===== config.mk =====
export PLATFORM = sky130hd
export DESIGN_NAME = dispatch_router
export DESIGN_NICKNAME = d
export VERILOG_FILES = /design/src/rtl/dr_pkg.sv /design/src/rtl/dr_slot_classify.sv /design/src/rtl/dr_scan_chain.sv /design/src/rtl/dr_out_reg.sv /design/src/rtl/dispatch_router.sv
export SDC_FILE = /design/constraint.sdc
export NUM_CORES = 1
export LEC_CHECK = 0
export BUFFER_PORTS_ARGS = -buffer_cell sky130_fd_sc_hd__buf_2
export CAP_MARGIN = 20
export CORE_MARGIN = 10
export CORE_UTILIZATION = 53
export DETAILED_ROUTE_END_ITERATION = 8
export HOLD_SLACK_MARGIN = 0.08
export PLACE_DENSITY = 0.94
export RECOVER_POWER = 50
export SETUP_SLACK_MARGIN = 0.3
export SYNTH_ARGS = -nofsm -noshare
export SYNTH_HDL_FRONTEND = slang
export SYNTH_HIERARCHICAL = 1
export SYNTH_SLANG_ARGS = --single-unit

===== constraint.sdc =====
create_clock -name clk -period 6.37 [get_ports clk]
set_input_delay 0.3185 -clock clk [delete_from_list [all_inputs] [get_ports clk]]
set_output_delay 0.3185 -clock clk [all_outputs]
set_load 0.03 [all_outputs]

===== src/rtl/dr_pkg.sv =====
// Package: shared types for the dispatch router.
// Assumes: a bypassed slot carries all three completion marks together.
package dr_pkg;
    typedef struct packed {
        logic can_cmt;
        logic executed;
        logic issued;
    } cmpl_mark_t;

    localparam cmpl_mark_t MARK_DONE = '{can_cmt: 1'b1, executed: 1'b1, issued: 1'b1};
    localparam cmpl_mark_t MARK_NONE = '{can_cmt: 1'b0, executed: 1'b0, issued: 1'b0};
endpackage


===== src/rtl/dr_slot_classify.sv =====
// Module: dr_slot_classify
// Tags each valid slot as a bypass candidate (memory, nonspeculative or
// no-op). Purely combinational. Assumes the class flags are meaningful only
// when the slot is valid.
module dr_slot_classify #(
    parameter int W = 4
) (
    input  logic [W-1:0] slot_vld,
    input  logic [W-1:0] slot_mem,
    input  logic [W-1:0] slot_nspec,
    input  logic [W-1:0] slot_nop,
    output logic [W-1:0] is_byp,
    output logic [W-1:0] is_norm
);
    for (genvar g = 0; g < W; g++) begin : g_cls
        // Bypass class wins over any notion of queue space.
        assign is_byp[g]  = slot_vld[g] & (slot_mem[g] | slot_nspec[g] | slot_nop[g]);
        assign is_norm[g] = slot_vld[g] & ~(slot_mem[g] | slot_nspec[g] | slot_nop[g]);
    end
endmodule


===== src/rtl/dr_scan_chain.sv =====
// Module: dr_scan_chain
// Ordered scan across the slots. A live token and a remaining-room count
// ripple from slot 0 upward. Assumes free_cnt is the room at the start of
// the group. Combinational; the depth grows linearly with W.
module dr_scan_chain #(
    parameter int W  = 4,
    parameter int FW = 5,
    parameter int CW = 3
) (
    input  logic          squashing,
    input  logic [W-1:0]  is_byp,
    input  logic [W-1:0]  is_norm,
    input  logic [FW-1:0] free_cnt,
    output logic [W-1:0]  take_ins,
    output logic [W-1:0]  take_byp,
    output logic          full_hit,
    output logic [CW-1:0] byp_cnt
);
    logic [W:0]    live;
    logic [FW-1:0] room [0:W];
    logic [W-1:0]  hit;

    assign live[0] = ~squashing;
    assign room[0] = free_cnt;

    for (genvar g = 0; g < W; g++) begin : g_step
        // One slot's decision, then pass the token and the room onward.
        assign take_byp[g] = live[g] & is_byp[g];
        assign take_ins[g] = live[g] & is_norm[g] & (room[g] != '0);
        assign hit[g]      = live[g] & is_norm[g] & (room[g] == '0);
        assign live[g+1]   = take_byp[g] | take_ins[g];
        assign room[g+1]   = take_ins[g] ? room[g] - FW'(1) : room[g];
    end

    assign full_hit = |hit;

    // Count the bypassed slots for the tail advance.
    always_comb begin
        byp_cnt = '0;
        for (int i = 0; i < W; i++) byp_cnt = byp_cnt + CW'(take_byp[i]);
    end
endmodule


===== src/rtl/dr_out_reg.sv =====
// Module: dr_out_reg
// Registers the routing results and expands the per-slot completion marks.
// Synchronous active-low reset clears everything.
module dr_out_reg
    import dr_pkg::*;
#(
    parameter int W  = 4,
    parameter int CW = 3
) (
    input  logic           clk,
    input  logic           rst_n,
    input  logic [W-1:0]   take_ins,
    input  logic [W-1:0]   take_byp,
    input  logic           full_hit,
    input  logic [CW-1:0]  byp_cnt,
    output logic [W-1:0]   ins_stb,
    output logic [W-1:0]   byp_stb,
    output logic [3*W-1:0] cmpl_mark,
    output logic           tail_adv,
    output logic [CW-1:0]  tail_adv_n,
    output logic [W-1:0]   acc_mask,
    output logic           blk_req,
    output logic           stall_req
);
    // Capture one group's decisions.
    always_ff @(posedge clk) begin
        if (!rst_n) begin
            ins_stb    <= '0;
            byp_stb    <= '0;
            tail_adv   <= 1'b0;
            tail_adv_n <= '0;
            acc_mask   <= '0;
            blk_req    <= 1'b0;
            stall_req  <= 1'b0;
        end else begin
            ins_stb    <= take_ins;
            byp_stb    <= take_byp;
            tail_adv   <= |take_byp;
            tail_adv_n <= byp_cnt;
            acc_mask   <= take_ins | take_byp;
            blk_req    <= full_hit;
            stall_req  <= full_hit;
        end
    end

    for (genvar g = 0; g < W; g++) begin : g_mark
        // Expand the bypass bit into the three completion marks.
        assign cmpl_mark[3*g +: 3] = byp_stb[g] ? MARK_DONE : MARK_NONE;
    end
endmodule


===== src/rtl/dispatch_router.sv =====
// Module: dispatch_router (top)
// Routes one rename group into the issue queue or straight to commit.
// Assumes free_cnt and squashing describe the cycle in which the group is
// presented. Results are registered and appear one cycle later.
module dispatch_router #(
    parameter int W     = 4,
    parameter int DEPTH = 16,
    parameter int FW    = $clog2(DEPTH + 1),
    parameter int CW    = $clog2(W + 1)
) (
    input  logic           clk,
    input  logic           rst_n,
    input  logic           squashing,
    input  logic [W-1:0]   slot_vld,
    input  logic [W-1:0]   slot_mem,
    input  logic [W-1:0]   slot_nspec,
    input  logic [W-1:0]   slot_nop,
    input  logic [FW-1:0]  free_cnt,
    output logic [W-1:0]   ins_stb,
    output logic [W-1:0]   byp_stb,
    output logic [3*W-1:0] cmpl_mark,
    output logic           tail_adv,
    output logic [CW-1:0]  tail_adv_n,
    output logic [W-1:0]   acc_mask,
    output logic           blk_req,
    output logic           stall_req
);
    logic [W-1:0]  is_byp, is_norm, take_ins, take_byp;
    logic          full_hit;
    logic [CW-1:0] byp_cnt;

    dr_slot_classify #(.W(W)) u_cls (
        .slot_vld(slot_vld), .slot_mem(slot_mem), .slot_nspec(slot_nspec),
        .slot_nop(slot_nop), .is_byp(is_byp), .is_norm(is_norm)
    );

    dr_scan_chain #(.W(W), .FW(FW), .CW(CW)) u_scan (
        .squashing(squashing), .is_byp(is_byp), .is_norm(is_norm),
        .free_cnt(free_cnt), .take_ins(take_ins), .take_byp(take_byp),
        .full_hit(full_hit), .byp_cnt(byp_cnt)
    );

    dr_out_reg #(.W(W), .CW(CW)) u_out (
        .clk(clk), .rst_n(rst_n), .take_ins(take_ins), .take_byp(take_byp),
        .full_hit(full_hit), .byp_cnt(byp_cnt), .ins_stb(ins_stb),
        .byp_stb(byp_stb), .cmpl_mark(cmpl_mark), .tail_adv(tail_adv),
        .tail_adv_n(tail_adv_n), .acc_mask(acc_mask), .blk_req(blk_req),
        .stall_req(stall_req)
    );
endmodule


== After elaboration in Yosys (flattened, before gate mapping) ==
Index checks and enable logic that the tools add are counted.

* Latch bits: 0
* Memories: 0
* Output and inout port bits: 30
* Bits in read-only memories: 0
* Memory bits (writable): 0
* Register bits: 17

* Bitwise logic cells: 41
* Divide/modulo/power cells: 0
* Equality and inequality tests: 0
* Shift operators: 0
* Multiplexer cells: 7
* Order comparisons: 0
* Add/sub/neg operators: 6
* Multiply operators: 0
* Reductions and logical operators: 10

{| class="wikitable"
|+ Operators with widths
! operator !! number
|-
| AND 1 bit || 24
|-
| zero test 5 bit || 4
|-
| nonzero test 5 bit || 4
|-
| 2-to-1 mux 5 bit || 3
|-
| subtractor 5 x 1 -> 5 bit, second input constant || 3
|-
| 2-to-1 mux 3 bit || 4
|-
| OR 1 bit || 11
|-
| OR reduction 4 bit || 2
|-
| adder 3 x 1 -> 3 bit || 2
|-
| inverter 1 bit || 5
|-
| OR 4 bit || 1
|-
| adder 1 x 1 -> 2 bit || 1
|}

== Logic depth before layout (Yosys ltp) ==
* Word-level depth: 16
* Gate-level depth with buffers: 19
* Gate-level depth less buffers: 19

== Cells and area by module ==
The synthesis kept the hierarchy.

{| class="wikitable"
|+ Modules (own cells, without submodules)
! module !! cells an instance !! area each (sq um) !! seq. area each (sq um) !! times used
|-
| dr_scan_chain || 105 || 787.0 || 0.0 || 1
|-
| dr_out_reg || 48 || 563.0 || 340.3 || 1
|-
| dr_slot_classify || 8 || 95.1 || 0.0 || 1
|}

== Worst setup path before layout ==
Ideal clock, no wire load.

* Path kind: in2reg
* From: input slot_nspec[0]
* To: register u_out.acc_mask[3]
* Cell stages on the path: 18
* Slack: 2.174 ns
* Required time: 6.255 ns
* Arrival time: 4.082 ns
* Setup time: 0.115 ns
* Buffers on the path: 0
* Path through: nor4b_2 > nor2b_1 > a21oi_2 > nor2_1 > ha_1 > nand2b_1 > a21oi_1 > o21ai_1 > nand2_1 > mux2_2 > ha_1 > and2_1 > o211a_1 > a41o_1 > a211oi_1 > o22ai_1 > and3_1 > o21a_1

* Cells in the longest elaborated chain, start to end: 16
* Elaborated cells on any way between the ends: 29

{| class="wikitable"
|+ Ends and longest elaborated chain
! what !! line !! text
|-
| start, declared || dispatch_router.sv:16 || <nowiki>input logic [W-1:0] slot_nspec,</nowiki>
|-
| OR 1 bit (*) (2 in series) || dr_slot_classify.sv:17, dr_slot_classify.sv:18 ||
|-
| branches (longest 12 deep; another with subtractor 5 x 1 -> 5 bit) || -- ||
|-
| AND 1 bit (*) || dr_scan_chain.sv:29 || <nowiki>assign take_ins[g] = live[g] & is_norm[g] & (room[g] != '0);</nowiki>
|-
| named net take_ins[3] || dispatch_router.sv:28 || <nowiki>logic [W-1:0] is_byp, is_norm, take_ins, take_byp;</nowiki>
|-
| OR 4 bit (*) || dr_out_reg.sv:40 || <nowiki>acc_mask <= take_ins | take_byp;</nowiki>
|-
| end signal, assigned || dr_out_reg.sv:40 ||
|-
| end, declared || dr_out_reg.sv:21 || <nowiki>output logic [W-1:0] acc_mask,</nowiki>
|}

Mark *: on every way through the listed nets, which the timed path passes.
A chain may end at the register's enable or synchronous reset.

== Worst setup path after layout ==
* From: input slot_nspec[0]
* To: register u_out.acc_mask[3]

* Cells in the longest elaborated chain, start to end: 16
* Elaborated cells on any way between the ends: 29

{| class="wikitable"
|+ Ends and longest elaborated chain
! what !! line !! text
|-
| OR 1 bit (*) (2 in series) || dr_slot_classify.sv:18 || <nowiki>assign is_norm[g] = slot_vld[g] & ~(slot_mem[g] | slot_nspec[g] | slot_nop[g]);</nowiki>
|-
| inverter 1 bit (*) || dr_slot_classify.sv:18 ||
|-
| AND 1 bit (*) || dr_slot_classify.sv:18 ||
|-
| named net is_norm[0] || dispatch_router.sv:28 ||
|-
| AND 1 bit (*) (2 in series) || dr_scan_chain.sv:29 ||
|-
| branches (longest 8 deep; another with subtractor 5 x 1 -> 5 bit) || -- ||
|-
| AND 1 bit (*) || dr_scan_chain.sv:29 ||
|-
| named net take_ins[3] || dispatch_router.sv:28 ||
|-
| OR 4 bit (*) || dr_out_reg.sv:40 ||
|}

Marks and branches as above.

==> results_dict.tcl <==
set metrics [dict create \
    use_met2_pct 21.7 \
    numPortBuffers 53 \
    layout_commonest_cell "sky130_fd_sc_hd__buf_2" \
    synth.distinct_cells 52 \
    post_cts.repair.setup_buffers 0 \
    status "finished clean" \
    clock_tree.htree_level_count 1 \
    clock_sink_count 17 \
    grt_start_max_net_pins 18 \
    yosys_warning_count 6 \
    post_route_drc_violation_count 0 \
    mean_routed_wirelength_per_cell_um 14.9 \
    pwr-share-comb_pct 26.1 \
    gr-max-usage-layer "met2" \
    multiInputGateArea_sq_um 951 \
    placedCellCount 228 \
    cell_internal_power_dissipation_uw 153 \
    layout_worst_path_cycle_share_pct 71.0 \
    floorplan.rows 18 \
    pwr_density_cell_nw_per_um2 137 \
    number_of_max_slew_violations_in_the_final_report 0 \
    wirelength_mm 3.46 \
    net_count_reported_at_finish 232 \
    drv_cap 0 \
    globalRoute.totalOverflow 0 \
    effective_utilization_at_floorplan_pct 56.8 \
    detailroute.via_count 1350 \
    unrepaired_setup_endpoints_after_global_routing "false" \
    final.min_clock_period_ns 4.52 \
    measured_slew_at_the_worst_slew_check_pin_ns 0.639 \
    critical_path.cell_chain "clkbuf_1 -> nor4b_2 -> nor2b_1 -> a21oi_2 -> nor2_1 -> ha_1 -> nand2b_1 -> a21oi_1 -> o21ai_1 -> nand2_1 -> mux2_2 -> ha_1 -> and2_1 -> o211a_1 -> a41o_1 -> a211oi_1 -> o22ai_1 -> and3_1 -> o21a_1" \
    cts_hold_repair.buffers 0 \
    power.switching_fraction_pct 30.9 \
    synth-edff-count 0 \
    instances_no_fill 232 \
    seq_power_share_pct 49.4 \
    firstDrtPassIters 4 \
    worst-path-max-fanout 6 \
    leakagePower_nw 0.724 \
    switching_power_uw 68.6 \
    tritoncts.num_buffers 3 \
    cts_buffer_depth 2 \
    die_footprint_sq_um 5220 \
    max_clock_freq_ghz 0.221 \
    place_worst_setup_slack_ns 1.61 \
    routabilityCongestion 0.938 \
    io_pins 54 \
    final_critical_path_setup_slack_ns 1.85 \
    grtUsageTotal_pct 12.6 \
    dominantRegCellSynth "sky130_fd_sc_hd__dfxtp_1" \
    vdd.ir_drop.worst_uv 121 \
    die_height_um 72.2 \
    register_area_sq_um 340 \
    cts.reportedPaths.clkPinSlew_ns 0.09 \
    crit_path_max_incr_delay_ns 0.41 \
    critPathTopFamily "simple AND/OR/NAND/NOR gates" \
    syn-cell-area_sq_um 1450 \
    final_cell_mix "30 x sky130_fd_sc_hd__buf_2, 23 x sky130_fd_sc_hd__clkbuf_1, 17 x sky130_fd_sc_hd__dfxtp_1, 16 x sky130_fd_sc_hd__and2_1, 9 x sky130_fd_sc_hd__nand2_1" \
    critical_path_start_type "input pin" \
    critPathMostFrequentCell "sky130_fd_sc_hd__ha_1" \
    final.fill_count 234 \
    asr_flop_ratio_synth_pct 0 \
    criticalPathCategory "input pin to register" \
    die-width_um 72.2 \
    fin_setup_tns_ns 0 \
    area_growth_syn_to_layout_pct 12.0 \
    endpoint_kind "register" \
    hold_violation_total_from_the_final_report 0 \
    clock_share_of_power_pct 24.4 \
    crit_path_top_delay_cell "sky130_fd_sc_hd__nor2b_1" \
    timing.critical_path.arrival_ns 4.71 \
    setup_viol 0 \
    syn_avg_cell_area_sq_um 8.98 \
    diodes 0 \
    worst_slew_margin_rel_pct 56.2 \
    count_of_routing_violations_after_the_opening_detailed_route_iteration 60 \
    cts_tree "yes" \
    hpwl_dp_mm 2.93 \
    synth.net_count 190 \
    grt_util_met1_pct 13.5 \
    grt_first_pass_wirelength_mm 5.61 \
    grt_pass1_vias 1300 \
    sequential_to_total_area_share_from_yosys_stat_pct 23.5 \
    mapped_cells 161 \
    cts.root.buffer_cell "sky130_fd_sc_hd__clkbuf_4" \
    vias_per_cell 5.82 \
    synth.ff_latch_count 17 \
    gr-usage-met3_pct 4.63 \
    critPathRequiredTime_ns 6.56 \
    timing.hold.worst.class "input pin to register" \
    cts_resized 0 \
    worstPathBufferInverterCount 1 \
    fraction_of_layout_cells_with_a_size_suffix_above_1_pct 24.8 \
    floorplan.core_area_sq_um 2540 \
    antenna_left 0 \
    grt_antenna_before_repair 0 \
]
## layer usage
layer	up-vias	wire length, um
li1	669	-
met4	0	46
met2	60	1660
met1	616	1360
met5	-	0
met3	5	389
## final cells by class
| type | instances | area share, % |
|---|---|---|
| Clock buffer | 3 | 1.39 |
| Clock inverter | 1 | 0.309 |
| Inverter | 7 | 1.62 |
| Multi-Input combinational cell | 121 | 58.7 |
| Sequential cell | 17 | 21.0 |
| Tap cell | 30 | 2.32 |
| Timing Repair Buffer | 53 | 14.6 |
## state kept, by name, summed over array words and instances, names as in the netlist
name	cells
u_out/acc_mask	4
u_out/byp_stb	4
u_out/ins_stb	4
u_out/stall_req	1
u_out/tail_adv	1
u_out/tail_adv_n	3
## through the flow
stage | hold slack [ns] | instance area, sq um | util (%) | total power [mW]
global route | 0.367 | 1620 | 63.6 | 0.236
global placement | 0.669 | 1620 | 63.7 | 0.170
detailed placement | 0.671 | 1620 | 63.7 | 0.171
CTS | 0.357 | 1650 | 64.7 | 0.226
floorplan | 0.446 | 1450 | - | 0.155
finish | 0.370 | 1620 | 63.6 | 0.222
## worst paths after layout
check | start | end | slack [ns] | depth (start not counted)
worst max-delay path | slot_nspec[0] | u_out/acc_mask[3] | 1.85 | 19
worst min-delay path | rst_n | u_out/acc_mask[2] | 0.37 | 2
## Yosys cell counts (2+ instances only)
| cell type | count | area (sq um) |
|---|---|---|
| sky130_fd_sc_hd__o21a_1 | 6 | 45.0 |
| sky130_fd_sc_hd__nand2_1 | 9 | 33.8 |
| sky130_fd_sc_hd__a21oi_2 | 2 | 17.5 |
| sky130_fd_sc_hd__a21oi_1 | 3 | 15.0 |
| sky130_fd_sc_hd__nor2b_1 | 3 | 18.8 |
| sky130_fd_sc_hd__nor2_1 | 8 | 30.0 |
| sky130_fd_sc_hd__and3_1 | 3 | 18.8 |
| sky130_fd_sc_hd__o31a_1 | 5 | 43.8 |
| sky130_fd_sc_hd__a31oi_1 | 2 | 12.5 |
| sky130_fd_sc_hd__o21ai_1 | 3 | 15.0 |
| sky130_fd_sc_hd__buf_4 | 14 | 105 |
| sky130_fd_sc_hd__a21o_1 | 2 | 15.0 |
| sky130_fd_sc_hd__nand2b_1 | 3 | 18.8 |
| sky130_fd_sc_hd__mux2i_1 | 3 | 30.0 |
| sky130_fd_sc_hd__nor4b_2 | 4 | 60.1 |
| sky130_fd_sc_hd__ha_1 | 4 | 50.1 |
| sky130_fd_sc_hd__nor3_1 | 4 | 20.0 |
| sky130_fd_sc_hd__inv_1 | 7 | 26.3 |
| sky130_fd_sc_hd__a41o_1 | 2 | 20.0 |
| sky130_fd_sc_hd__buf_6 | 2 | 22.5 |
| sky130_fd_sc_hd__dfxtp_1 | 17 | 340 |
| sky130_fd_sc_hd__and2_1 | 16 | 100 |
| sky130_fd_sc_hd__mux2_2 | 2 | 22.5 |
| sky130_fd_sc_hd__a211oi_1 | 3 | 22.5 |
| sky130_fd_sc_hd__o211ai_1 | 4 | 30.0 |
| sky130_fd_sc_hd__o22ai_1 | 3 | 18.8 |
| sky130_fd_sc_hd__and3b_1 | 2 | 17.5 |
## power by group through the flow
stage / registers [mW] / clock network, mW / logic [mW]
after CTS: 0.110 / 0.0571 / 0.0591
after global placement: 0.112 / 0 / 0.0578
after floorplan: 0.118 / 0 / 0.0369
after detailed placement: 0.112 / 0 / 0.0589
final: 0.110 / 0.0543 / 0.0580
after global routing: 0.110 / 0.0618 / 0.0642
## logic make-up (layout without fill, tap and decap cells)
family	after synthesis	after routing	synth area share, %
buf+inv	23	64	10.6
mux	5	5	3.64
simple gates	63	63	29.5
compound gates	46	46	26.1
xor+xnor	2	2	1.73
fa+ha+maj	5	5	4.85
flops	17	17	23.6
Note: power is estimated with default switching activity, not from simulation.
